==> config.mk <==
export PLATFORM = sky130hd
export DESIGN_NAME = bar_window_decoder
export DESIGN_NICKNAME = d
export VERILOG_FILES = /design/src/rtl/bar_window_decoder.sv
export SDC_FILE = /design/constraint.sdc
export NUM_CORES = 2
export LEC_CHECK = 0
export ABC_AREA = 1
export CORE_ASPECT_RATIO = 0.75
export CORE_MARGIN = 5
export CORE_UTILIZATION = 35
export CTS_BUF_LIST = sky130_fd_sc_hd__clkbuf_8
export DETAILED_ROUTE_END_ITERATION = 8
export PLACE_DENSITY_LB_ADDON = 0.05
export SETUP_SLACK_MARGIN = 0.15
export SKIP_LAST_GASP = 1
export SLEW_MARGIN = 10
export SYNTH_ARGS = -nofsm -noshare
export SYNTH_HDL_FRONTEND = slang
export SYNTH_SLANG_ARGS = --single-unit
==> constraint.sdc <==
create_clock -name clk -period 7.8 [get_ports clk]
set_clock_uncertainty 0.2 [all_clocks]
set_input_delay 1.17 -clock clk [delete_from_list [all_inputs] [get_ports clk]]
set_output_delay 1.17 -clock clk [all_outputs]
set_load 0.005 [all_outputs]
==> src/rtl/bar_window_decoder.sv <==
module bar_window_decoder #(
  parameter int AW = 32,
  parameter int NBAR = 6,
  parameter logic [AW-1:0] IO_LIMIT = 'h10000,
  parameter logic [15:0] IDE_CLASS = 16'h0101,
  localparam int NR = NBAR + 1,
  localparam int IW = $clog2(NR)
) (
  input  logic             clk,
  input  logic             rst_n,
  input  logic             remap,
  input  logic             io_enable,
  input  logic             mem_enable,
  input  logic [15:0]      class_code,
  input  logic [NR*AW-1:0] bar_vals,
  input  logic [NR*AW-1:0] bar_sizes,
  input  logic [NBAR-1:0]  bar_is_io,
  input  logic             req_valid,
  input  logic             req_is_io,
  input  logic [AW-1:0]    req_addr,
  output logic             hit,
  output logic [IW-1:0]    hit_idx,
  output logic             hit_is_io,
  output logic             map_stb,
  output logic             unmap_stb,
  output logic [IW-1:0]    evt_idx,
  output logic [AW-1:0]    evt_base,
  output logic [AW-1:0]    evt_size,
  output logic             evt_is_io
);
  localparam logic [AW-1:0] ONES = '1;
  localparam logic [IW-1:0] LAST = IW'(NR - 1);

  logic [AW-1:0] bar_a [NR];
  logic [AW-1:0] size_a [NR];
  logic [NR-1:0] rio;
  logic [AW-1:0] cur [NR];

  for (genvar g = 0; g < NR; g++) begin : g_unpack
    assign bar_a[g]  = bar_vals[g*AW +: AW];
    assign size_a[g] = bar_sizes[g*AW +: AW];
    if (g < NBAR) begin : g_gen
      assign rio[g] = bar_is_io[g];
    end else begin : g_rom
      assign rio[g] = 1'b0;
    end
  end

  function automatic logic [AW-1:0] window(input logic [AW-1:0] bar, input logic [AW-1:0] sz,
                                           input logic io, input logic rom,
                                           input logic ioe, input logic meme);
    logic [AW-1:0] b, l;
    b = bar & ~(sz - 1'b1);
    l = b + sz - 1'b1;
    if (sz == '0) return ONES;
    if (io) begin
      if (!ioe || b == '0 || l <= b || l >= IO_LIMIT) return ONES;
    end else begin
      if (!meme || (rom && !bar[0])) return ONES;
      if (b == '0 || l <= b || l == ONES) return ONES;
    end
    return b;
  endfunction

  logic          busy, phase;
  logic [IW-1:0] idx;
  logic [AW-1:0] nb, ob, osz;
  logic          tio, chg;

  assign tio = rio[idx];
  assign ob  = cur[idx];
  assign osz = size_a[idx];
  assign nb  = window(bar_a[idx], osz, tio, idx == LAST, io_enable, mem_enable);
  assign chg = nb != ob;

  always_ff @(posedge clk or negedge rst_n) begin
    if (!rst_n) begin
      busy <= 1'b0;
      phase <= 1'b0;
      idx <= '0;
      map_stb <= 1'b0;
      unmap_stb <= 1'b0;
      evt_idx <= '0;
      evt_base <= '0;
      evt_size <= '0;
      evt_is_io <= 1'b0;
      for (int r = 0; r < NR; r++) cur[r] <= ONES;
    end else begin
      map_stb <= 1'b0;
      unmap_stb <= 1'b0;
      if (remap) begin
        busy <= 1'b1;
        phase <= 1'b0;
        idx <= '0;
      end else if (busy) begin
        if (!phase) begin
          phase <= 1'b1;
          if (chg && ob != ONES) begin
            unmap_stb <= 1'b1;
            evt_idx <= idx;
            evt_is_io <= tio;
            if (tio && class_code == IDE_CLASS && osz == AW'(4)) begin
              evt_base <= ob + AW'(2);
              evt_size <= AW'(1);
            end else begin
              evt_base <= ob;
              evt_size <= osz;
            end
          end
        end else begin
          phase <= 1'b0;
          cur[idx] <= nb;
          if (chg && nb != ONES) begin
            map_stb <= 1'b1;
            evt_idx <= idx;
            evt_is_io <= tio;
            evt_base <= nb;
            evt_size <= osz;
          end
          if (idx == LAST) busy <= 1'b0;
          else idx <= idx + 1'b1;
        end
      end
    end
  end

  logic          found;
  logic [IW-1:0] fidx;

  always_comb begin
    found = 1'b0;
    fidx = '0;
    for (int r = NR - 1; r >= 0; r--) begin
      if (cur[r] != ONES && rio[r] == req_is_io &&
          (req_addr & ~(size_a[r] - 1'b1)) == cur[r]) begin
        found = 1'b1;
        fidx = IW'(r);
      end
    end
  end

  always_ff @(posedge clk or negedge rst_n) begin
    if (!rst_n) begin
      hit <= 1'b0;
      hit_idx <= '0;
      hit_is_io <= 1'b0;
    end else begin
      hit <= req_valid && found;
      hit_idx <= (req_valid && found) ? fidx : '0;
      hit_is_io <= req_valid && found && req_is_io;
    end
  end
endmodule

== After elaboration in Yosys (flattened, before gate mapping) ==
Index checks and enable logic that the tools add are counted.
Word-level totals
  logic and storage cells: 202
  register bits after elaboration: 304
  input port bits: 509
  output and inout bits: 75
  memories kept: 0
  latch bits: 0
  bits in read-only memories: 0
  RAM bits: 0
Cells by class
  muxes and demuxes: 79
  magnitude comparators: 5
  bitwise gates (word level): 19
  add/subtract/negate cells: 12
  $mul: 0
  shifts and indexed selects: 0
  divide/modulo/power cells: 0
  equality and inequality tests: 29
  reductions and logical operators: 39
Operators with widths (count)
  32-bit 2-to-1 mux: 23
  32-bit binary-select mux with 3-bit select: 3
  32-bit != test (second input constant): 9
  32-bit by 1-bit subtractor with 32-bit output (second input constant): 9
  32-bit bitwise AND: 8
  32-bit NOT: 8
  224-bit bitwise mux: 1
  32-bit == test: 7
  32-bit demux with 3-bit select: 1
  32-bit zero test: 2
  3-bit 2-to-1 mux: 15
  1-bit 2-to-1 mux: 35
  32-bit by 2-bit adder with 32-bit output (second input constant): 1
  32-bit adder: 1
  32-bit by 3-bit == test with 1-bit output (second input constant): 1
  32-bit == test (second input constant): 1
  32-bit by 17-bit greater-or-equal comparator with 1-bit output (second input constant): 1
  32-bit less-or-equal comparator: 1
  32-bit != test: 1
  1-bit logical AND: 22
  16-bit by 9-bit == test with 1-bit output (second input constant): 1
  1-bit == test: 6
  1-bit logical OR: 6
  3-bit AND reduction: 2
  13 further kinds: 18

== Depth between registers and ports, before layout ==
  depth after elaboration: 24
  mapped depth: 60
  gate-level depth less buffers: 54

== Least setup slack after synthesis ==
OpenSTA, ideal clock, no wires.
  kind: input to register
  start point: input bar_sizes[96]
  end point: register evt_base[0]
  cell stages on the path: 53
  arrival time: 6790 ps
  required time: 7479 ps
  setup slack: 689 ps
  cells stage by stage: nand4_1 nand2_1 nor2_1 nand2_1 inv_1 ha_1 nand3_1 inv_1 nand2_1 nor2_4 nand2_1 o21ai_1 nand3_1 ha_1 inv_1 ha_1 nand2_1 nor2_1 (+17 left out) nor2_1 inv_1 nand2_1 nor2_4 nand3_4 buf_6 nor2_4 nand2_1 nand2_1 nand2_1 nor2_1 nand2_1 nor2_2 nand2_2 buf_4 buf_2 o211ai_1 nand2_1
Between the ends
  longest elaborated chain between the ends: 21
  elaborated cells between the ends (all ways): 43
  classes of those cells: 3 x add/sub; 2 x order compare; 5 x eq/ne; 19 x mux; 2 x bitwise; 12 x reduce/logical
Ends and longest elaborated chain
  start: declaration: RTL line 16  | input logic [NR*AW-1:0] bar_sizes,
  32-bit binary-select mux with 3-bit select *: RTL line 72  | assign osz = size_a[idx];
  32-bit 2-to-1 mux (implied by the code) * (2 in a row): RTL line 72
  32-bit by 1-bit subtractor with 32-bit output: RTL line 53  | b = bar & ~(sz - 1'b1);
  32-bit NOT: RTL line 53
  32-bit bitwise AND: RTL line 53
  32-bit adder: RTL line 54  | l = b + sz - 1'b1;
  32-bit by 1-bit subtractor with 32-bit output: RTL line 54
  32-bit less-or-equal comparator: RTL line 57, 60
  1-bit logical OR (2 in a row): RTL line 60  | if (b == '0 || l <= b || l == ONES) return ONES;
  1-bit 2-to-1 mux (2 in a row): RTL line 60
  1-bit 2-to-1 mux (2 in a row): RTL line 56  | if (io) begin
  32-bit 2-to-1 mux: RTL line 62  | return b;
  32-bit 2-to-1 mux: RTL line 56
  32-bit != test, on equally long branches: RTL line 74, 113
  1-bit logical AND, on equally long branches: RTL line 113, 98
  2-bit by 1-bit != test with 1-bit output (no line) / 2-bit nonzero test (equally long branches)
  4-bit AND reduction (no line)
  end signal: assignment: RTL line 103  | evt_base <= ob + AW'(2);
  end signal: assignment: RTL line 117  | evt_base <= nb;
  end: declaration: RTL line 27  | output logic [AW-1:0] evt_base,
Mark *: on every way between the ends. The rest lies on a longest branch, timed or not. The select of a mux whose other input is x is not followed.
A chain may end at the register's enable or synchronous reset.

== Worst setup path in the final report ==
  start point: register idx[0]
  end point: register evt_size[1]
Between the ends
  longest elaborated chain between the ends: 22
  elaborated cells between the ends (all ways): 62
  classes of those cells: 3 x add/sub; 2 x order compare; 7 x eq/ne; 31 x mux; 3 x bitwise; 16 x reduce/logical
Ends and longest elaborated chain
  start: declaration: RTL line 66  | logic [IW-1:0] idx;
  start signal: assignment: RTL line 121  | else idx <= idx + 1'b1;
  3-bit NOT with 4-bit output (implied by the code): RTL line 71, 72, 73
  32-bit binary-select mux with 3-bit select: RTL line 72
  32-bit 2-to-1 mux (implied by the code) (2 in a row): RTL line 72
  32-bit by 1-bit subtractor with 32-bit output: RTL line 53
  32-bit NOT: RTL line 53
  32-bit bitwise AND: RTL line 53
  32-bit adder: RTL line 54
  32-bit by 1-bit subtractor with 32-bit output: RTL line 54
  (+3 left out)
  1-bit 2-to-1 mux (2 in a row): RTL line 60
  1-bit 2-to-1 mux (2 in a row): RTL line 56
  32-bit 2-to-1 mux: RTL line 62
  32-bit 2-to-1 mux: RTL line 56
  32-bit != test, on equally long branches: RTL line 74, 113
  1-bit logical AND, on equally long branches: RTL line 113, 98
  2-bit by 1-bit != test with 1-bit output (no line) / 2-bit nonzero test (equally long branches)
  4-bit AND reduction (no line)
  end signal: assignment: RTL line 107  | evt_size <= osz;
  end signal: assignment: RTL line 118  | evt_size <= osz;
  end: declaration: RTL line 28  | output logic [AW-1:0] evt_size,
Several ways; a longest one is shown, not always the timed one. The select of a mux whose other input is x is not followed.

==> impl_metrics.json <==
{
  "viasPerCell": 5.717,
  "synthDistinctLibCells": 60,
  "clkLatencyLatePin_ns": 0.76,
  "holdPathStages": 2,
  "finalWirelength_um": 234600,
  "portBuffers": 583,
  "start_util": 0.3522,
  "cp.arrival_ns": 8.08,
  "setup_tns_ns": 0,
  "tightestPinTransition_ns": 1.412,
  "cts_sinks": 304,
  "rsz0062_at_grt": "yes",
  "period_minus_slack_ns": 7.651,
  "reg2reg_from": "idx[0]",
  "antenna_found_initial": 27,
  "rrSetupSlack_ns": 0.15,
  "dp_hpwl_um": 194600,
  "track_usage": 0.4391,
  "die_area_sq_mm": 0.1001,
  "grt_max_degree": 152,
  "async_flop_share": 1.000,
  "cts_root_buffer": "clkbuf_8",
  "nFillCells": 9584,
  "die_y_um": 275.2,
  "irDropWorstVdd_v": 0.0002383,
  "hold_end": "evt_size[31]",
  "final_nets": 7315,
  "grt_pass1_vias": 40630,
  "first_pass_iters": 7,
  "avgSynthCellArea_sq_um": 6.023,
  "post_drt_wl_per_cell_um": 29.30,
  "critPathLaunchType": "register",
  "drc_errors": 0,
  "synth_edf_count": 0,
  "fmax_mhz": 130.7,
  "path_buf_inv": 15,
  "p_leak_uw": 0.02285,
  "first_iter_violations": 7086,
  "endpoint_kind": "register",
  "holdBufCountCts": 0,
  "cp_slowest_stage_delay_ns": 0.43,
  "cpMaxStageDelayCell": "dfrtp_4",
  "synthesis.area_sq_mm": 0.03283,
  "power_density_mw_per_mm2": 291.2,
  "grt_pass1_wl_um": 310700,
  "r2r-end": "evt_size[1]",
  "die_width_um": 363.6,
  "finalWeightedCongestion": 1.122,
  "finalNonFillerCells": 8008,
  "cts_tree": "yes",
  "drive_above_1_share": 0.2246,
  "rows": 97,
  "ant_nets": 0,
  "final_cell_mix": "nand2_1 (1543), buf_4 (731), inv_1 (690)",
  "status": "completed",
  "clk_pin_slew_worst_paths_ns": 0.06,
  "cap_violations": 0,
  "finalMaxSlewViolations": 0,
  "clock_path_buffers": 3,
  "setup_viol": 0,
  "hp-class": "reg2reg",
  "cts-htree-levels": 2,
  "ys.flop_type": "dfstp_2",
  "ios": 584,
  "ff2ff_path_depth": 52,
  "cp.required_ns": 8.22,
  "crit_type": "reg2reg",
  "coreArea_sq_mm": 0.09321,
  "overflow": 0,
  "max_slew_margin": 0.04904,
  "synth_seq_area_share": 0.2403,
  "syn-num-nets": 6053,
  "hold_path.startpoint": "evt_size[31]",
  "synth_seq_cells": 304,
  "fin_crit_sh": 0.9809,
  "num_vias": 45780,
  "hold_viol_final": 0,
  "numPlacedInstances": 7819,
  "crit_family": "simple AND/OR/NAND/NOR gates",
  "yosysWarnings": 0,
  "cts_buffers": 53,
  "final_common_cell": "nand2_1",
  "netlist_instances": 5450,
  "cpMostUsedCell": "nand2_1",
  "syn_to_final_growth_pct": 49.93,
  "cp_max_fo": 8
}
-- registers in the layout, summed over array words and instances, names as in the netlist --
name / cells
hit_is_io: 1
evt_size: 32
hit_idx: 3
busy: 1
map_stb: 1
evt_idx: 3
phase: 1
evt_base: 32
hit: 1
cur: 224
evt_is_io: 1
idx: 3
unmap_stb: 1
-- final cells by class --
cell class | instances | area [sq um] | share of cell area
well taps | 1237 | 1548 | 0.03145
flip-flops and latches | 304 | 7894 | 0.1604
inverters | 714 | 2703 | 0.05491
diodes | 20 | 50.05 | 0.001017
repair buffers | 1390 | 12740 | 0.2589
clock inverters | 29 | 264.0 | 0.005364
multi-input cells | 4249 | 23120 | 0.4698
clock buffers | 65 | 894.6 | 0.01818
-- worst max-delay path by stage --
stage | start | endpoint | slack [ns] | depth (start not counted)
2_1_floorplan | bar_sizes[96] | evt_base[0] | 0.69 | 53
3_3_place_gp | bar_sizes[96] | evt_size[12] | -0.87 | 50
3_5_place_dp | bar_sizes[96] | evt_size[5] | -1.02 | 47
4_1_cts | idx[0] | evt_size[10] | 0.14 | 49
5_1_grt | idx[0] | evt_size[8] | -0.03 | 51
6_report | idx[0] | evt_size[1] | 0.15 | 52
-- metrics by stage --
stage / worst slack (ns) / cell area (sq um) / hold slack, ns / total power, uW / util
detailed placement: -1.019 / 45210 / 0.2585 / 11220 / 0.4850
global placement: -0.8741 / 45210 / 0.2581 / 11220 / 0.4850
CTS: 0.1439 / 46800 / 0.2728 / 13150 / 0.5021
finish: 0.1488 / 49220 / 0.2673 / 14330 / 0.5280
floorplan: 0.6890 / 32830 / 0.2650 / 6659 / -
global route: -0.03078 / 49210 / 0.3028 / 14990 / 0.5279
-- cells by family after synthesis --
family / synth area share
buf+inv: 0.1082
fa+ha+maj: 0.03606
flops: 0.2403
compound gates: 0.1639
simple gates: 0.3870
xor+xnor: 0.06457
-- report_power, final --
| part | leakage (uW) | switching (uW) | total, uW | internal [uW] |
|---|---|---|---|---|
| combinational | 0.0189 | 5710 | 9680 | 3970 |
| clock | 0.000637 | 810 | 1700 | 891 |
| sequential | 0.00333 | 603 | 2960 | 2350 |
-- worst reg2reg max path, delay by kind of cell (launching register included) --
kind	cells	cell delay, ns
compound gates	6	1.07
xor+xnor	1	0.22
fa+ha+maj	4	1.09
buf+inv	15	1.90
flops	1	0.43
simple gates	26	2.69
-- cells in the mapped netlist (all sizes together) (7+ instances only) --
| master | number | area (sq um) |
|---|---|---|
| o41ai | 9 | 78.83 |
| nor2 | 602 | 2369 |
| o221ai | 18 | 157.7 |
| inv | 710 | 2665 |
| o2111ai | 7 | 61.31 |
| nor4 | 101 | 650.6 |
| nand2 | 1691 | 6365 |
| or2 | 27 | 168.9 |
| o21bai | 7 | 52.55 |
| clkbuf | 94 | 352.8 |
| nand3b | 25 | 187.7 |
| a21oi | 117 | 585.6 |
| nor3 | 66 | 335.3 |
| dfrtp | 80 | 2002 |
| ha | 93 | 1164 |
| o211ai | 89 | 668.1 |
| o21ai | 498 | 2496 |
| buf | 89 | 519.3 |
| a31oi | 11 | 68.82 |
| nand3 | 313 | 1594 |
| nand4 | 148 | 925.9 |
| xor2 | 205 | 1795 |
| o311ai | 8 | 70.07 |
| dfstp | 224 | 5886 |
| xnor2 | 37 | 324.1 |
| a21boi | 30 | 229.0 |
| o22ai | 80 | 500.5 |
| a21o | 10 | 75.07 |
| a22oi | 9 | 67.56 |
-- repair_timing --
item | 4_1_cts | 5_1_grt
pin swaps | 14 | 112
endpoints found under the setup margin | 70 | 76
setup buffers | 12 | 49
gates resized for setup | 78 | 434
cloned | 2 | 12
-- per-layer routing --
metal | GRT usage | vias up | wire [um] | share of wire
met5 | 0 | - | 59 | 0.00025
met4 | 0.1705 | 10 | 11130 | 0.047
met3 | 0.2043 | 484 | 38890 | 0.17
met2 | 0.5788 | 3252 | 86920 | 0.37
met1 | 0.6126 | 21580 | 97630 | 0.42
li1 | - | 20460 | - | -
Note: power is estimated with default switching activity, not from simulation.
